$ cat src/rtl/i2cs_pkg.sv
package i2cs_pkg;

    localparam int BYTE_W = 8;
    localparam int CNT_W  = $clog2(BYTE_W + 1);
    localparam logic [CNT_W-1:0] LAST_BIT = CNT_W'(BYTE_W - 1);
    localparam logic [CNT_W-1:0] ACK_SLOT = CNT_W'(BYTE_W);
    localparam logic [CNT_W-1:0] LATE_CNT = CNT_W'(2);

    // status/control bit positions
    localparam int B_BERR = 7;
    localparam int B_STOP = 5;
    localparam int B_ACK  = 4;
    localparam int B_ADR  = 3;
    localparam int B_TX   = 2;
    localparam int B_LRB  = 1;
    localparam int B_BC   = 0;

    typedef enum logic [2:0] {
        ST_IDLE,
        ST_RX,
        ST_RXHOLD,
        ST_RXACK,
        ST_TX,
        ST_TXHOLD,
        ST_IGNORE
    } eng_st_e;

    typedef struct packed {
        eng_st_e           st;
        logic [BYTE_W-1:0] dat;
        logic [CNT_W-1:0]  cnt;
        logic              in_addr;
        logic              ninth;
        logic              stretch;
        logic              sda_low;
        logic              berr;
        logic              stop;
        logic              ack;
        logic              adr;
        logic              tx;
        logic              lrb;
        logic              bc;
    } eng_s;

endpackage

$ cat src/rtl/i2cs_sync.sv
module i2cs_sync #(
    parameter int STAGES = 2,
    parameter int W      = 2
) (
    input  logic         clk,
    input  logic         rst_n,
    input  logic [W-1:0] async_i,
    output logic [W-1:0] sync_o
);
    logic [W-1:0] stg_q [STAGES];

    always_ff @(posedge clk or negedge rst_n) begin
        if (!rst_n) begin
            for (int i = 0; i < STAGES; i++) stg_q[i] <= '1;
        end else begin
            stg_q[0] <= async_i;
            for (int i = 1; i < STAGES; i++) stg_q[i] <= stg_q[i-1];
        end
    end

    assign sync_o = stg_q[STAGES-1];
endmodule

$ cat src/rtl/i2cs_line_events.sv
module i2cs_line_events (
    input  logic clk,
    input  logic rst_n,
    input  logic scl_s,
    input  logic sda_s,
    output logic scl_rise,
    output logic scl_fall,
    output logic start_evt,
    output logic stop_evt
);
    logic scl_d, scl_q, sda_d, sda_q;

    always_comb begin
        scl_d = scl_s;
        sda_d = sda_s;
    end

    always_ff @(posedge clk or negedge rst_n) begin
        if (!rst_n) begin
            scl_q <= 1'b1;
            sda_q <= 1'b1;
        end else begin
            scl_q <= scl_d;
            sda_q <= sda_d;
        end
    end

    assign scl_rise  = scl_s & ~scl_q;
    assign scl_fall  = ~scl_s & scl_q;
    assign start_evt = scl_s & scl_q & sda_q & ~sda_s;
    assign stop_evt  = scl_s & scl_q & ~sda_q & sda_s;
endmodule

$ cat src/rtl/i2c_byte_slave.sv
module i2c_byte_slave
    import i2cs_pkg::*;
#(
    parameter int SYNC_STAGES = 2
) (
    input  logic       clk,
    input  logic       rst_n,
    input  logic       scl_i,
    input  logic       sda_i,
    output logic       scl_low_o,
    output logic       sda_low_o,
    input  logic       reg_we_i,
    input  logic       reg_sel_i,
    input  logic [7:0] reg_wdata_i,
    output logic [7:0] reg_rdata_o,
    input  logic       stop_irq_en_i,
    output logic       irq_o
);
    logic [1:0] line_s;
    logic       scl_s, sda_s;
    logic       scl_rise, scl_fall, start_evt, stop_evt;
    eng_s       eng_d, eng_q;
    logic       ctl_wr, dat_wr, late_cond, drive_want;
    logic [7:0] stat_byte;
    logic       unused_wbit;

    assign unused_wbit = reg_wdata_i[6];

    i2cs_sync #(.STAGES(SYNC_STAGES), .W(2)) u_sync (
        .clk     (clk),
        .rst_n   (rst_n),
        .async_i ({scl_i, sda_i}),
        .sync_o  (line_s)
    );

    assign scl_s = line_s[1];
    assign sda_s = line_s[0];

    i2cs_line_events u_evt (
        .clk       (clk),
        .rst_n     (rst_n),
        .scl_s     (scl_s),
        .sda_s     (sda_s),
        .scl_rise  (scl_rise),
        .scl_fall  (scl_fall),
        .start_evt (start_evt),
        .stop_evt  (stop_evt)
    );

    always_comb begin
        eng_d  = eng_q;
        ctl_wr = reg_we_i & reg_sel_i;
        dat_wr = reg_we_i & ~reg_sel_i;

        // software side of the handshake
        if (dat_wr) eng_d.dat = reg_wdata_i;
        if (ctl_wr) begin
            if (!reg_wdata_i[B_BERR]) eng_d.berr = 1'b0;
            if (!reg_wdata_i[B_STOP] && eng_q.bc) eng_d.stop = 1'b0;
            eng_d.ack = reg_wdata_i[B_ACK];
            if (!reg_wdata_i[B_ADR]) eng_d.adr = 1'b0;
            eng_d.tx = reg_wdata_i[B_TX];
            if (!reg_wdata_i[B_LRB]) eng_d.lrb = 1'b0;
            if (!reg_wdata_i[B_BC])  eng_d.bc  = 1'b0;
        end

        // bus side, hardware events take priority over the write
        case (eng_q.st)
            ST_RX: begin
                if (scl_rise) begin
                    eng_d.dat = {eng_q.dat[BYTE_W-2:0], sda_s};
                    eng_d.cnt = eng_q.cnt + 1'b1;
                    if (eng_q.cnt == LAST_BIT) begin
                        eng_d.bc    = 1'b1;
                        eng_d.ack   = 1'b0;
                        eng_d.ninth = 1'b0;
                        if (eng_q.in_addr) eng_d.adr = 1'b1;
                        eng_d.st    = ST_RXHOLD;
                    end
                end
            end
            ST_RXHOLD: begin
                if (ctl_wr) begin
                    eng_d.stretch = 1'b0;
                    eng_d.ninth   = 1'b0;
                    eng_d.st      = ST_RXACK;
                end else if (scl_fall) begin
                    eng_d.stretch = 1'b1;
                end
            end
            ST_RXACK: begin
                if (scl_rise) begin
                    eng_d.ninth = 1'b1;
                end else if (scl_fall && eng_q.ninth) begin
                    eng_d.cnt     = '0;
                    eng_d.in_addr = 1'b0;
                    if (!eng_q.ack)     eng_d.st = ST_IGNORE;
                    else if (eng_q.tx)  eng_d.st = ST_TX;
                    else                eng_d.st = ST_RX;
                end
            end
            ST_TX: begin
                if (scl_rise) begin
                    if (eng_q.cnt == ACK_SLOT) begin
                        eng_d.lrb = sda_s;
                        eng_d.bc  = 1'b1;
                        eng_d.ack = 1'b0;
                        eng_d.st  = ST_TXHOLD;
                    end else begin
                        eng_d.dat = {eng_q.dat[BYTE_W-2:0], sda_s};
                        eng_d.cnt = eng_q.cnt + 1'b1;
                    end
                end
            end
            ST_TXHOLD: begin
                if (ctl_wr) begin
                    eng_d.stretch = 1'b0;
                    eng_d.cnt     = '0;
                    if (eng_q.lrb)                 eng_d.st = ST_IDLE;
                    else if (reg_wdata_i[B_TX])    eng_d.st = ST_TX;
                    else                           eng_d.st = ST_IGNORE;
                end else if (scl_fall) begin
                    eng_d.stretch = 1'b1;
                end
            end
            default: ;
        endcase

        // bus conditions override everything
        late_cond = ((eng_q.st == ST_RX) || (eng_q.st == ST_TX)) && (eng_q.cnt >= LATE_CNT);
        if (start_evt) begin
            if (late_cond) eng_d.berr = 1'b1;
            eng_d.tx      = 1'b0;
            eng_d.lrb     = 1'b0;
            eng_d.bc      = 1'b0;
            eng_d.cnt     = '0;
            eng_d.in_addr = 1'b1;
            eng_d.stretch = 1'b0;
            eng_d.st      = ST_RX;
        end
        if (stop_evt) begin
            if (late_cond) eng_d.berr = 1'b1;
            eng_d.stop    = 1'b1;
            eng_d.stretch = 1'b0;
            eng_d.st      = ST_IDLE;
        end

        // data line: only moves while the clock is low
        drive_want = ((eng_d.st == ST_RXACK) && eng_d.ack) ||
                     ((eng_d.st == ST_TX) && (eng_d.cnt < ACK_SLOT) && !eng_d.dat[BYTE_W-1]);
        if (!scl_s) eng_d.sda_low = drive_want;
    end

    always_ff @(posedge clk or negedge rst_n) begin
        if (!rst_n) begin
            eng_q     <= '0;
            eng_q.st  <= ST_IDLE;
        end else begin
            eng_q <= eng_d;
        end
    end

    assign stat_byte = {eng_q.berr, 1'b0, eng_q.stop, eng_q.ack,
                        eng_q.adr, eng_q.tx, eng_q.lrb, eng_q.bc};

    assign reg_rdata_o = reg_sel_i ? stat_byte : eng_q.dat;
    assign scl_low_o   = eng_q.stretch;
    assign sda_low_o   = eng_q.sda_low;
    assign irq_o       = eng_q.bc | (eng_q.stop & stop_irq_en_i);
endmodule

$ cat config.mk
export PLATFORM = sky130hd
export DESIGN_NAME = i2c_byte_slave
export DESIGN_NICKNAME = d
export VERILOG_FILES = /design/src/rtl/i2cs_pkg.sv /design/src/rtl/i2cs_sync.sv /design/src/rtl/i2cs_line_events.sv /design/src/rtl/i2c_byte_slave.sv
export SDC_FILE = /design/constraint.sdc
export NUM_CORES = 1
export LEC_CHECK = 0
export ABC_AREA = 1
export BUFFER_PORTS_ARGS = -buffer_cell sky130_fd_sc_hd__buf_2
export CORE_ASPECT_RATIO = 1.75
export CORE_MARGIN = 2
export CORE_UTILIZATION = 25
export CTS_BUF_LIST = sky130_fd_sc_hd__clkbuf_4 sky130_fd_sc_hd__clkbuf_8 sky130_fd_sc_hd__clkbuf_16
export DETAILED_ROUTE_END_ITERATION = 6
export GPL_TIMING_DRIVEN = 1
export PLACE_DENSITY = 0.42
export RECOVER_POWER = 50
export SYNTH_ARGS = -nofsm -noshare
export SYNTH_HDL_FRONTEND = slang
export SYNTH_HIERARCHICAL = 1
export SYNTH_SLANG_ARGS = --single-unit
$ cat constraint.sdc
create_clock -name clk -period 3.5 [get_ports clk]
set_input_delay 0.525 -clock clk [delete_from_list [all_inputs] [get_ports clk]]
set_output_delay 0.525 -clock clk [all_outputs]
set_load 0.005 [all_outputs]
Yosys cells after proc, flatten, opt, wreduce, memory -nomap -nowiden --
Index checks and enable logic that the tools add are counted. W data, S select, Z words.
Cells by class: $add $sub $neg 1, multipliers 0, divide/modulo/power cells 0, order comparisons 2, equality and inequality tests 14, shift-type cells 0, muxes and demuxes 59, bitwise gates (word level) 16, reduce and logical (&&, ||, !) cells 23
Operator list (number):
- $mux W3 | 12
- $mux W15 | 2
- $mux W1 | 25
- $mux W8 | 2
- $pmux W4 S4 | 1
- $pmux W8 S2 | 1
- $mux W5 | 3
- $pmux W3 S5 | 1
- $mux W12 | 1
- $mux W2 | 6
- $and A1 B1 Y1 | 10
- $reduce_bool A2 Y1 | 5
- $eq A3 B2 Y1 const B | 3
- $eq A3 B3 Y1 const B | 3
- $ne A2 B2 Y1 const B | 4
- $mux W7 | 1
- $logic_and A1 B1 Y1 | 6
- $reduce_bool A3 Y1 | 2
- $not A1 Y1 | 5
- $reduce_and A5 Y1 | 1
- $add A4 B1 Y4 const B | 1
- $eq A4 B3 Y1 const B | 1
- $eq A4 B4 Y1 const B | 1
- $ge A4 B2 Y1 const B | 1
- 13 further kinds | 17
Storage, ports and cells: register bits after elaboration 32, latch bits 0, memory bits (writable) 0, memory bits (read-only) 0, output and inout bits 11, memories kept 0

Depth between registers and ports, before layout --
Gate-level depths: netlist of run 1.
depth after elaboration 12, depth in mapped cells 17

By module --
Netlist of run 1, hierarchy kept.
Modules (own cells, without submodules):
- i2c_byte_slave | times used 1, cells each 251, area an instance 1761.7 um^2, seq. area each 650.6 um^2
- i2cs_sync | times used 1, cells each 6, area an instance 120.1 um^2, seq. area each 105.1 um^2
- i2cs_line_events | times used 1, cells each 13, area an instance 93.8 um^2, seq. area each 52.6 um^2

Worst setup path after synthesis of run 1 --
Ideal clock, no wire load.
path kind reg-to-reg, from register u_sync.stg_q, in the netlist u_sync/sync_o[1], to register eng_q, in the netlist sda_low_o, library setup time 116 ps, arrival time 1834 ps, path slack 1549 ps, cell stages (with the launch flop) 17, buffers on the path 1, path through dfstp_2 buf_4 inv_1 nor2_1 inv_2 nor2_2 nand2_2 nand2_2 nand2_1 nor2_1 nand3_1 nand2_1 nand2_1 nand3_1 nand2_1 nand2_1 nand2_1
RTL lines:
- start, declared | line i2cs_sync.sv:10 | logic [W-1:0] stg_q [STAGES];
- $and A1 B1 Y1 * | line i2cs_line_events.sv:28 | assign scl_rise = scl_s & ~scl_q;
- via scl_rise | line i2c_byte_slave.sv:21 | logic scl_rise, scl_fall, start_evt, stop_evt;
- parallel branches: the longest is 7 deep, another holds $lt A4 B4 Y1
- $logic_or A1 B1 Y1 * | line i2c_byte_slave.sv:149 | drive_want = ((eng_d.st == ST_RXACK) && eng_d.ack) ||
- end signal, assigned | line i2c_byte_slave.sv:159 | eng_q <= eng_d;
- end, declared | line i2c_byte_slave.sv:22 | eng_s eng_d, eng_q;
Mark *: on every way through the listed nets, which the timed path passes. The select of a mux whose other input is x is not followed. A chain may end at the register's enable or synchronous reset.

Worst setup path after layout of run 1 --
Same ends and word-level chain as after synthesis.

==> key figures, run 1 <==
Floorplanning
  • # rows: 42
  • Io pins: 26
  • Starting density of the core: 0.2593
  • Die area: 8658 µm²
  • Core Footprint: 7620 µm²
  • Die Ht: 121.6 µm
  • Die Width: 71.20 µm

Drt
  • Pre-antenna DRT Iters: 4
  • Drt total wl: 5.458 mm
  • Drt wl/cell: 14.29 µm
  • Post-DRT Antenna Nets: 0
  • Via count: 1,740
  • Initial DRC Count: 70
  • # DRC: 0
  • Via density: 4.555

Synth
  • Most common cell in the netlist: nand2_1
  • Syn avg cell area: 7.317 µm²
  • Most frequent cells after synthesis: nand2_1 (76), inv_1 (39), nor2_1 (27), o21ai_0 (27), dfrtp_1 (26)
  • Ys flop type: dfrtp_1
  • Post-synth top area cell: dfrtp_1
  • Yosys top cell area share: 0.3293
  • Netlist cell types: 32
  • Yosys warns: 6
  • Dominant cells by area after synthesis: dfrtp_1 (33%), nand2_1 (14%), dfstp_2 (8.0%), inv_1 (7.4%), o21ai_0 (6.8%)
  • Synthesized net count: 289
  • Synthesized cell area: 1976 µm²
  • Post-Synthesis Cells: 270
  • Post-synthesis sequential area ratio: 0.4091
  • Post-synth ARST share: 1.000
  • Yosys reg bits: 32
  • Post-synth EDFFs: 0

Setup path
  • CP Buf/Inv Count: 2
  • CP peak stage delay: 0.61 ns
  • Slowest-stage cell, CP: dfstp_1
  • Critical Path RT: 3.67 ns
  • Crit-path cells: inv_1 -> nor2_1 -> inv_2 -> nand3_1 -> nand2_1 -> and2_1 -> nand3_1 -> nand2_1 -> nand2_1 -> nand2_1 -> nand2_1 -> nand2_1 -> nand2_1 -> nand2_1
  • CP max FO: 7
  • CP arrival: 2.50 ns
  • Most Frequent Cell on Critical Path: nand2_1
  • Setup slack, reg-to-reg: 1.17 ns
  • Worst Reg-to-Reg Cells: 14
  • CP endpoint kind: flop
  • Reg-to-reg startpoint: u_sync/sync_o[1]
  • Crit path kind: reg -> reg
  • Crit path max-delay family: simple AND/OR/NAND/NOR gates
  • Startpoint Class: flop
  • RR Endpoint: sda_low_o

Final layout
  • Layout cells sized above 1: 0.1837
  • Antenna Cells: 0
  • Fin util: 0.3023
  • Syn-to-layout area delta: 16.59%
  • Final net count: 312
  • Fillers: 846

Clocking
  • CTS Sinks: 32
  • Worst-skew pair later-pin latency: 0.28 ns
  • CTS buffer count: 5
  • Number of H-tree levels: 2
  • CTS tree: built
  • Hold_buf cts: 0
  • Root Driver: clkbuf_16
  • Worst-path clk slew: 0.05 ns
  • Setup Buffers After CTS: 0
  • CTS max path bufs: 2
  • Gates resized, CTS repair: 0

Global routing
  • Gr usage total: 0.1393
  • Largest net degree at the start of global routing: 33
  • Met3 usage: 0.01820
  • GRT busiest layer: met2
  • GR Util met1: 0.1460
  • Initial antenna violation count: 0
  • Vias in the first global route: 1,800
  • GRT overflow: 0
  • Met2 Use GR: 0.2593
  • First-pass GRT wire length: 9.094 mm

STA
  • Worst rel slew slack: -0.2032
  • TNS Setup: 0 ns
  • Fmax: 428.5 MHz
  • Minimum clock period: 2.334 ns
  • Setup Viol. Count Final: 0
  • Worst-margin pin slew: 1.805 ns
  • RSZ-0062 raised after global routing: false
  • Slew Limit Fails: 33
  • Setup Skew: 0.004845 ns
  • Final Cycle Share: 0.6667
  • Final Hold Fails: 0

Min path
  • Hold path depth: 1
  • Critical hold path startpoint: sda_i
  • Hold Path End: u_sync/stg_q[2]
  • Hold crit path type: in -> reg

Placed design
  • DP Wirelength: 4.345 mm
  • GP Congestion: 0.7919
  • IO buf count: 25

Power
  • Peak supply drop: 0.2109 mV
  • Leak: 1.161 nW
  • Power density over cell area: 763.0 nW/µm²

Job
  • Number of max-cap violations: 1

Outcome
  • Status: complete, but fails checks
  • Failing checks: max-capacitance violations, max-slew violations
how the worst max path moves through the flow:
stage                      from         to  cells past startpoint
2_1_floorplan  u_sync/sync_o[1]  sda_low_o                     16
5_1_grt        u_sync/sync_o[1]  sda_low_o                     16
3_3_place_gp   u_sync/sync_o[1]  sda_low_o                     15
4_1_cts        u_sync/sync_o[1]  sda_low_o                     15
3_5_place_dp   u_sync/sync_o[1]  sda_low_o                     15
6_report       u_sync/sync_o[1]  sda_low_o                     14
power breakdown:
part           switching (mW)  leakage (nW)  total (mW)  internal [mW]
clock network           0.161        0.0736       0.452          0.291
logic                   0.475         0.702       0.730          0.255
registers              0.0988         0.386       0.575          0.477
total                   0.735          1.16        1.76           1.02
layout by cell type, fill, tap and decap left out, drive strengths merged:
cell / n
nand3: 21
nand2: 81
a22oi: 1
a21oi: 3
o21ai: 28
nor3: 2
nor4: 1
dfrtp: 26
o31ai: 2
clkinvlp: 1
nor2: 31
nand4: 2
clkbuf: 8
dfstp: 6
and2: 1
inv: 42
a31oi: 1
ha: 4
o211ai: 8
a221oi: 1
buf: 24
flip-flops by register name, summed over array words and instances, names as in the netlist:
signal and cells:
eng_q 24, scl_low_o 1, sda_low_o 1, u_evt/scl_q 1
u_evt/sda_q 1, u_sync/stg_q 2, u_sync/sync_o 2
worst register-to-register path: stages (launching register included):
cell and delay [ns]:
dfstp_1 0.61, inv_1 0.06, nor2_1 0.53, inv_2 0.15, nand3_1 0.11, nand2_1 0.08, and2_1 0.18, nand3_1 0.09
nand2_1 0.06, nand2_1 0.10, nand2_1 0.08, nand2_1 0.07, nand2_1 0.04, nand2_1 0.05, nand2_1 0.05
kinds of logic (layout without fill, tap and decap cells):
logic type | count (synthesis) | in the layout | share of synthesized area
fa+ha+maj | 4 | 4 | 0.02533
flops | 32 | 32 | 0.4091
simple gates | 139 | 139 | 0.3262
buf+inv | 51 | 75 | 0.1115
compound gates | 44 | 44 | 0.1279
final cells by class:
type                            count  area (µm²)  share of cell area
Clock inverter                      1       7.507            0.003259
Multi-Input combinational cell    187       947.2              0.4112
Tap cell                           88       110.1             0.04780
Clock buffer                        7       146.4             0.06355
Inverter                           42       160.2             0.06953
Timing Repair Buffer               25       123.9             0.05378
Sequential cell                    32       808.3              0.3509
through the flow:
stage / power, mW / std cells / cell area (µm²) / hold slack [ns] / worst slack (ns)
2_1_floorplan: 1.121 / 270 / 1976 / 0.2294 / 1.549
3_3_place_gp: 1.330 / 374 / 2151 / 0.3504 / 1.246
3_5_place_dp: 1.326 / 374 / 2151 / 0.3509 / 1.221
4_1_cts: 1.792 / 382 / 2305 / 0.3374 / 1.217
5_1_grt: 1.919 / 382 / 2303 / 0.3344 / 0.9220
6_report: 1.758 / 382 / 2303 / 0.3428 / 1.166
per-layer routing:
metal,part of all wire,up-vias,wire length (µm)
met4,0.036,0,197
met1,0.37,797,2030
li1,-,902,-
met3,0.028,11,154
met2,0.56,30,3076
met5,0,-,0
Power figures use the tool's default switching activity.
==> run 2, diff against run 1 <==
==> constraint.sdc (replaced) <==
create_clock -name clk -period 2.4 [get_ports clk]
set_input_delay 0.36 -clock clk [delete_from_list [all_inputs] [get_ports clk]]
set_output_delay 0.36 -clock clk [all_outputs]
set_load 0.005 [all_outputs]
==> run 2 against run 1 <==
Compared with the run above: the flow still finishes with violations (max-capacitance violations, max-slew violations); register-to-register slack got worse by 0.71 ns; largest power group unchanged; sequential share of layout area decreased by 0.76 points; worst hold slack got worse by 0.17 ns; critical path depth increased by 1; first-iteration DRC count increased by 29%; final area increased by 2.2%; utilization increased by 0.67 points; highest routed layer unchanged; total power increased by 55%; die area unchanged; non-clock buffer count increased by 5; cell count increased by 1.3%; fmax increased by 20%.
==> key figures, run 2 (same netlist as run 1, synthesis figures left out) <==
Drt
  • Drt total wl: 6.154 mm (was 5.458 mm)
  • Post-DRT Antenna Nets: 0 (unchanged)
  • Via density: 4.778 (was 4.555)
  • # DRC: 0 (unchanged)
  • Via count: 1,849 (was 1,740)
  • Initial DRC Count: 90 (was 70)
  • Pre-antenna DRT Iters: 4 (unchanged)
  • Drt wl/cell: 15.90 µm (was 14.29 µm)

Global routing
  • Largest net degree at the start of global routing: 33 (unchanged)
  • Vias in the first global route: 1,798 (was 1,800)
  • Gr usage total: 0.1529 (was 0.1393)
  • Initial antenna violation count: 0 (unchanged)
  • First-pass GRT wire length: 9.584 mm (was 9.094 mm)
  • GRT overflow: 0 (unchanged)

Clocking
  • CTS max path bufs: 2 (unchanged)
  • Worst-skew pair later-pin latency: 0.28 ns (about the same)
  • CTS Sinks: 32 (unchanged)
  • CTS tree: built (unchanged)
  • CTS buffer count: 5 (unchanged)
  • Hold_buf cts: 0 (unchanged)
  • Root Driver: clkbuf_16 (unchanged)
  • Setup Buffers After CTS: 0 (unchanged)
  • Worst-path clk slew: 0.06 ns (was 0.05 ns)
  • Number of H-tree levels: 2 (unchanged)
  • Gates resized, CTS repair: 0 (unchanged)

Power
  • Sw frac: 0.4226 (was 0.4184)
  • Cell Int Power: 1.572 mW (was 1.022 mW)
  • Seq pwr share: 0.311 (was 0.327)
  • Power after layout: 2.722 mW (was 1.758 mW)
  • Peak supply drop: 0.2723 mV (was 0.2109 mV)
  • NetSw: 1.150 mW (was 0.7354 mW)
  • Leak: 1.196 nW (was 1.161 nW)
  • Part of the power in combinational logic: 0.414 (was 0.415)
  • Power density over cell area: 1156 nW/µm² (was 763.0 nW/µm²)
  • Clock power frac: 0.275 (was 0.257)

Min path
  • Critical hold path startpoint: scl_i (was sda_i)
  • Hold path depth: 1 (unchanged)
  • Hold crit path type: in -> reg (unchanged)
  • Hold Path End: u_sync/stg_q[3] (was u_sync/stg_q[2])

Floorplanning
  • Die Width: 71.20 µm (unchanged)
  • Starting density of the core: 0.2593 (unchanged)
  • Core Footprint: 7620 µm² (unchanged)
  • Die area: 8658 µm² (unchanged)
  • # rows: 42 (unchanged)
  • Die Ht: 121.6 µm (unchanged)
  • Io pins: 26 (unchanged)

STA
  • Final Cycle Share: 0.8100 (was 0.6667)
  • RSZ-0062 raised after global routing: false (unchanged)
  • Worst rel slew slack: -0.2054 (was -0.2032)
  • Minimum clock period: 1.944 ns (was 2.334 ns)
  • Final Hold Fails: 0 (unchanged)
  • Fmax: 514.4 MHz (was 428.5 MHz)
  • Final worst slack: 0.4559 ns (was 1.166 ns)
  • Worst-margin pin slew: 1.808 ns (was 1.805 ns)
  • TNS Setup: 0 ns (unchanged)
  • Setup Skew: 0.003338 ns (was 0.004845 ns)
  • Setup Viol. Count Final: 0 (unchanged)
  • Slew Limit Fails: 33 (unchanged)

Setup path
  • Setup slack, reg-to-reg: 0.46 ns (was 1.17 ns)
  • CP arrival: 2.12 ns (was 2.50 ns)
  • Crit path kind: reg -> reg (unchanged)
  • Crit path max-delay family: simple AND/OR/NAND/NOR gates (unchanged)
  • CP endpoint kind: flop (unchanged)
  • Slowest-stage cell, CP: dfrtp_1 (was dfstp_1)
  • Crit-path cells: inv_1 -> ha_1 -> nand2_1 -> nor2_1 -> nand2_1 -> nand3_4 -> nand2_1 -> nand2_1 -> inv_1 -> nand3_1 -> nor2_1 -> nand2_1 -> nand2_1 -> nand2_1 -> nand2_1 (was inv_1 -> nor2_1 -> inv_2 -> nand3_1 -> nand2_1 -> and2_1 -> nand3_1 -> nand2_1 -> nand2_1 -> nand2_1 -> nand2_1 -> nand2_1 -> nand2_1 -> nand2_1)
  • Logic depth of the worst path, buffers included: 15 (was 14)
  • RR Endpoint: sda_low_o (unchanged)
  • CP Buf/Inv Count: 2 (unchanged)
  • Startpoint Class: flop (unchanged)
  • CP max FO: 15 (was 7)
  • Critical Path RT: 2.58 ns (was 3.67 ns)
  • Reg-to-reg startpoint: eng_q[11] (was u_sync/sync_o[1])
  • Most Frequent Cell on Critical Path: nand2_1 (unchanged)
  • Worst Reg-to-Reg Cells: 15 (was 14)
  • CP peak stage delay: 0.38 ns (was 0.61 ns)

Final layout
  • Antenna Cells: 0 (unchanged)
  • Register with the most flip-flops: eng_q (unchanged)
  • Final net count: 317 (was 312)
  • Syn-to-layout area delta: 19.19% (was 16.59%)
  • Sequential cell area: 808.3 µm² (unchanged)
  • Commonest non-fill, non-tap cell in the layout: nand2_1 (unchanged)
  • Layout cells sized above 1: 0.1973 (was 0.1837)
  • Largest register FFs: 24 (unchanged)
  • Most frequent cells in the layout: nand2_1 (76), inv_1 (39), nor2_1 (27), o21ai_0 (27), dfrtp_1 (26) (unchanged)
  • Fillers: 827 (was 846)
  • Multi-input logic area: 947.2 µm² (unchanged)

Placed design
  • DP Wirelength: 4.954 mm (was 4.345 mm)
  • GP Congestion: 0.8547 (was 0.7919)
  • IO buf count: 25 (unchanged)
  • DP Worst Slack: 0.4625 ns (was 1.221 ns)

Outcome
  • Status: complete, but fails checks (unchanged)
  • Failing checks: max-capacitance violations, max-slew violations (unchanged)

Job
  • Number of max-cap violations: 1 (unchanged)
[run 2: cell type report]
cell class / count / area share
clock buffers: 6 / 0.05632
clock inverters: 2 / 0.01488
inverters: 42 / 0.06801
multi-input cells: 187 / 0.4022
flip-flops and latches: 32 / 0.3433
well taps: 88 / 0.04676
repair buffers: 30 / 0.06854
[run 2: routing by layer]
metal  part of all wire  global-route usage  vias up
li1                   -                   -      914
met1               0.32              0.1273      860
met2               0.59              0.3073       56
met3              0.035             0.02812       19
met4              0.057              0.1038        0
met5                  0                   0        -
[run 2: worst max-delay path by stage]
| stage | from | endpoint | slack (ns) |
|---|---|---|---|
| 6_report | eng_q[11] | sda_low_o | 0.46 |
| 4_1_cts | eng_q[11] | sda_low_o | 0.45 |
| 2_1_floorplan | u_sync/sync_o[1] | sda_low_o | 0.45 |
| 3_3_place_gp | eng_q[25] | sda_low_o | 0.47 |
| 3_5_place_dp | eng_q[11] | sda_low_o | 0.46 |
| 5_1_grt | eng_q[25] | sda_low_o | 0.22 |
[run 2: stage by stage]
| step | instances | instance area [µm²] | hold WS (ns) | util |
|---|---|---|---|---|
| finish | 387 | 2355 | 0.1733 | 0.3090 |
| global route | 387 | 2355 | 0.1667 | 0.3090 |
| CTS | 387 | 2356 | 0.1667 | 0.3092 |
| detailed placement | 379 | 2188 | 0.3487 | 0.2872 |
| global placement | 379 | 2188 | 0.3472 | 0.2872 |
| floorplan | 270 | 1976 | 0.06441 | - |
[run 2: power groups by stage]
stage / sequential, mW / clock [mW] / combinational, mW
after global routing: 0.872 / 0.792 / 1.27
after global placement: 0.860 / 0 / 1.14
after floorplan: 0.776 / 0 / 0.860
after detailed placement: 0.858 / 0 / 1.13
final: 0.846 / 0.749 / 1.13
after CTS: 0.849 / 0.770 / 1.14
==> run 3, diff against run 2 <==
--- a/config.mk
+++ b/config.mk
@@ -13,7 +13,7 @@
 export CTS_BUF_LIST = sky130_fd_sc_hd__clkbuf_4 sky130_fd_sc_hd__clkbuf_8 sky130_fd_sc_hd__clkbuf_16
 export DETAILED_ROUTE_END_ITERATION = 6
 export GPL_TIMING_DRIVEN = 1
-export PLACE_DENSITY = 0.42
+export PLACE_DENSITY = 0.43
 export RECOVER_POWER = 50
 export SYNTH_ARGS = -nofsm -noshare
 export SYNTH_HDL_FRONTEND = slang
==> constraint.sdc (replaced) <==
create_clock -name clk -period 1.59 [get_ports clk]
set_input_delay 0.2385 -clock clk [delete_from_list [all_inputs] [get_ports clk]]
set_output_delay 0.2385 -clock clk [all_outputs]
set_load 0.005 [all_outputs]
==> run 3 against run 2 <==
Compared with the run above: the run ends with negative setup slack left; worst setup slack worse by 0.61 ns; wire length is 2.2% lower; utilization is 5.0 points higher; sequential share of layout area is 4.7 points lower; critical path depth is 1 higher; highest routed layer unchanged.
==> key figures, run 3 (same netlist as run 1, synthesis figures left out) <==
STA
  • Final worst slack: -0.1587 ns (was 0.4559 ns)
  • Final Hold Fails: 0 (unchanged)
  • Worst rel slew slack: 0.4333 (was -0.2054)
  • Minimum clock period: 1.749 ns (was 1.944 ns)
  • Worst-margin pin slew: 0.8500 ns (was 1.808 ns)
  • Fmax: 571.9 MHz (was 514.4 MHz)
  • WHS: 0.05591 ns (was 0.1733 ns)
  • Setup Viol. Count Final: 5 (was 0)
  • RSZ-0062 raised after global routing: true (was false)
  • Setup Skew: 0.004592 ns (was 0.003338 ns)
  • TNS Setup: -0.4252 ns (was 0 ns)
  • Final Cycle Share: 1.100 (was 0.8100)
  • Slew Limit Fails: 0 (was 33)

Min path
  • Critical hold path startpoint: scl_i (unchanged)
  • Hold path depth: 1 (unchanged)
  • Hold Path End: u_sync/stg_q[3] (unchanged)
  • Hold crit path type: in -> reg (unchanged)

Clocking
  • CTS tree: built (unchanged)
  • CTS Sinks: 32 (unchanged)
  • Worst-path clk slew: 0.05 ns (was 0.06 ns)
  • CTS max path bufs: 2 (unchanged)
  • CTS buffer count: 5 (unchanged)
  • Number of H-tree levels: 2 (unchanged)
  • Worst-skew pair later-pin latency: 0.28 ns (about the same)
  • Root Driver: clkbuf_16 (unchanged)

Final layout
  • Multi-input logic area: 1008 µm² (was 947.2 µm²)
  • Number of non-filler instances in the completed layout: 430 (was 387)
  • Final net count: 360 (was 317)
  • Largest register FFs: 24 (unchanged)
  • Register with the most flip-flops: eng_q (unchanged)
  • Layout cells sized above 1: 0.3596 (was 0.1973)
  • Syn-to-layout area delta: 38.32% (was 19.19%)
  • Commonest non-fill, non-tap cell in the layout: nand2_1 (unchanged)
  • Fillers: 795 (was 827)
  • Antenna Cells: 0 (unchanged)
  • Most frequent cells in the layout: nand2_1 (70), buf_4 (45), inv_1 (37) (was nand2_1 (76), inv_1 (39), nor2_1 (27), o21ai_0 (27), dfrtp_1 (26))
  • Sequential cell area: 809.5 µm² (was 808.3 µm²)

Setup path
  • Reg-to-reg startpoint: u_sync/sync_o[1] (was eng_q[11])
  • CP arrival: 1.97 ns (was 2.12 ns)
  • Setup slack, reg-to-reg: -0.16 ns (was 0.46 ns)
  • Startpoint Class: flop (unchanged)
  • RR Endpoint: sda_low_o (unchanged)
  • Crit path kind: reg -> reg (unchanged)
  • Worst Reg-to-Reg Cells: 16 (was 15)
  • Critical Path RT: 1.81 ns (was 2.58 ns)
  • CP endpoint kind: flop (unchanged)
  • CP max FO: 5 (was 15)

Outcome
  • Status: complete, but fails checks (unchanged)
  • Failing checks: negative setup slack (was max-capacitance violations, max-slew violations)

Drt
  • Post-DRT Antenna Nets: 0 (unchanged)
  • Via count: 1,999 (was 1,849)
  • Drt total wl: 6.018 mm (was 6.154 mm)
  • Via density: 4.649 (was 4.778)
  • # DRC: 0 (unchanged)
  • Initial DRC Count: 69 (was 90)
  • Pre-antenna DRT Iters: 5 (was 4)
  • Drt wl/cell: 14.00 µm (was 15.90 µm)

Power
  • Leak: 1.400 nW (was 1.196 nW)
  • Power density over cell area: 1639 nW/µm² (was 1156 nW/µm²)
  • Peak supply drop: 0.4373 mV (was 0.2723 mV)

Global routing
  • Largest net degree at the start of global routing: 19 (was 33)
  • Initial antenna violation count: 0 (unchanged)
  • Vias in the first global route: 2,000 (was 1,798)
  • Gr usage total: 0.1542 (was 0.1529)
  • GRT overflow: 0 (unchanged)
  • First-pass GRT wire length: 9.963 mm (was 9.584 mm)

Floorplanning
  • Die area: 8658 µm² (unchanged)
  • Core Footprint: 7620 µm² (unchanged)
  • # rows: 42 (unchanged)
  • Starting density of the core: 0.2593 (unchanged)
  • Die Ht: 121.6 µm (unchanged)
  • Die Width: 71.20 µm (unchanged)
  • Io pins: 26 (unchanged)

Placed design
  • DP Wirelength: 4.978 mm (was 4.954 mm)
  • Cell count after placement: 417 (was 379)
  • IO buf count: 25 (unchanged)
  • GP Congestion: 0.8559 (was 0.8547)

Job
  • Number of max-cap violations: 0 (was 1)
run 3: changes by cell type in the layout (fill, tap and decap cells not counted), moves of 3 or more:
cell / delta
buf_4: +40
nor2_2: +3
nand2_1: -6
o21ai_0: -3
nand2_2: +6
nor2_1: -5
run 3: cell type report:
type                            instances  area share
Inverter                               42     0.05861
Tap cell                               88     0.04029
Sequential cell                        32      0.2962
Timing Repair Buffer                   73      0.1795
Multi-Input combinational cell        187      0.3690
Clock buffer                            8     0.05632
run 3: critical path: stages, from the launching register on:
cell and delay [ns]:
dfstp_2 0.54, inv_2 0.04, nor2_4 0.12, inv_2 0.07
nor2_2 0.09, nand2_2 0.08, nand2_2 0.09, nand2_1 0.05
nor2_1 0.09, nand3_1 0.09, nand2_1 0.09, nand2_2 0.07
nand2_2 0.07, nand2_1 0.05, nand2_1 0.05, nand2_1 0.04
nand2_1 0.05
run 3: per-layer routing:
layer / vias to the layer above / track usage / wire length [µm]
li1: 1001 / - / -
met1: 934 / 0.1472 / 2046
met2: 47 / 0.2922 / 3426
met3: 17 / 0.03143 / 229
met4: 0 / 0.09316 / 315
met5: - / 0 / 0
run 3: per-stage QoR:
stage                     worst slack, ns  area, µm²    util  power [mW]
after floorplan                   -0.1111       1987       -       2.473
after global placement            -0.2238       2494  0.3273       3.382
after detailed placement          -0.2083       2494  0.3273       3.374
after CTS                         -0.1542       2695  0.3537       4.429
after global routing              -0.3300       2733  0.3586       4.873
final                             -0.1587       2733  0.3586       4.478
run 3: what timing repair did:
action                                 CTS  global route
pin swaps                                3             2
cloned                                   0             0
setup buffers                            3             1
resized for setup                        6            17
endpoints found under the hold margin    9             0
setup endpoints to repair                7            17
hold buffers                             1             0
run 3: where the power goes:
part           total, mW  leakage [nW]  internal [mW]  switching [mW]
Clock              0.992        0.0780          0.657           0.334
Combinational       2.27         0.936          0.995            1.27
Sequential          1.22         0.386           1.05           0.165
run 3: worst max-delay path by stage:
| stage | from | endpoint | slack (ns) | cells after the start |
|---|---|---|---|---|
| global route | u_sync/sync_o[1] | sda_low_o | -0.33 | 16 |
| finish | u_sync/sync_o[1] | sda_low_o | -0.16 | 16 |
| global placement | u_sync/sync_o[1] | sda_low_o | -0.22 | 15 |
| detailed placement | u_sync/sync_o[1] | sda_low_o | -0.21 | 15 |
| floorplan | u_sync/sync_o[1] | sda_low_o | -0.11 | 16 |
| CTS | u_sync/sync_o[1] | sda_low_o | -0.15 | 15 |
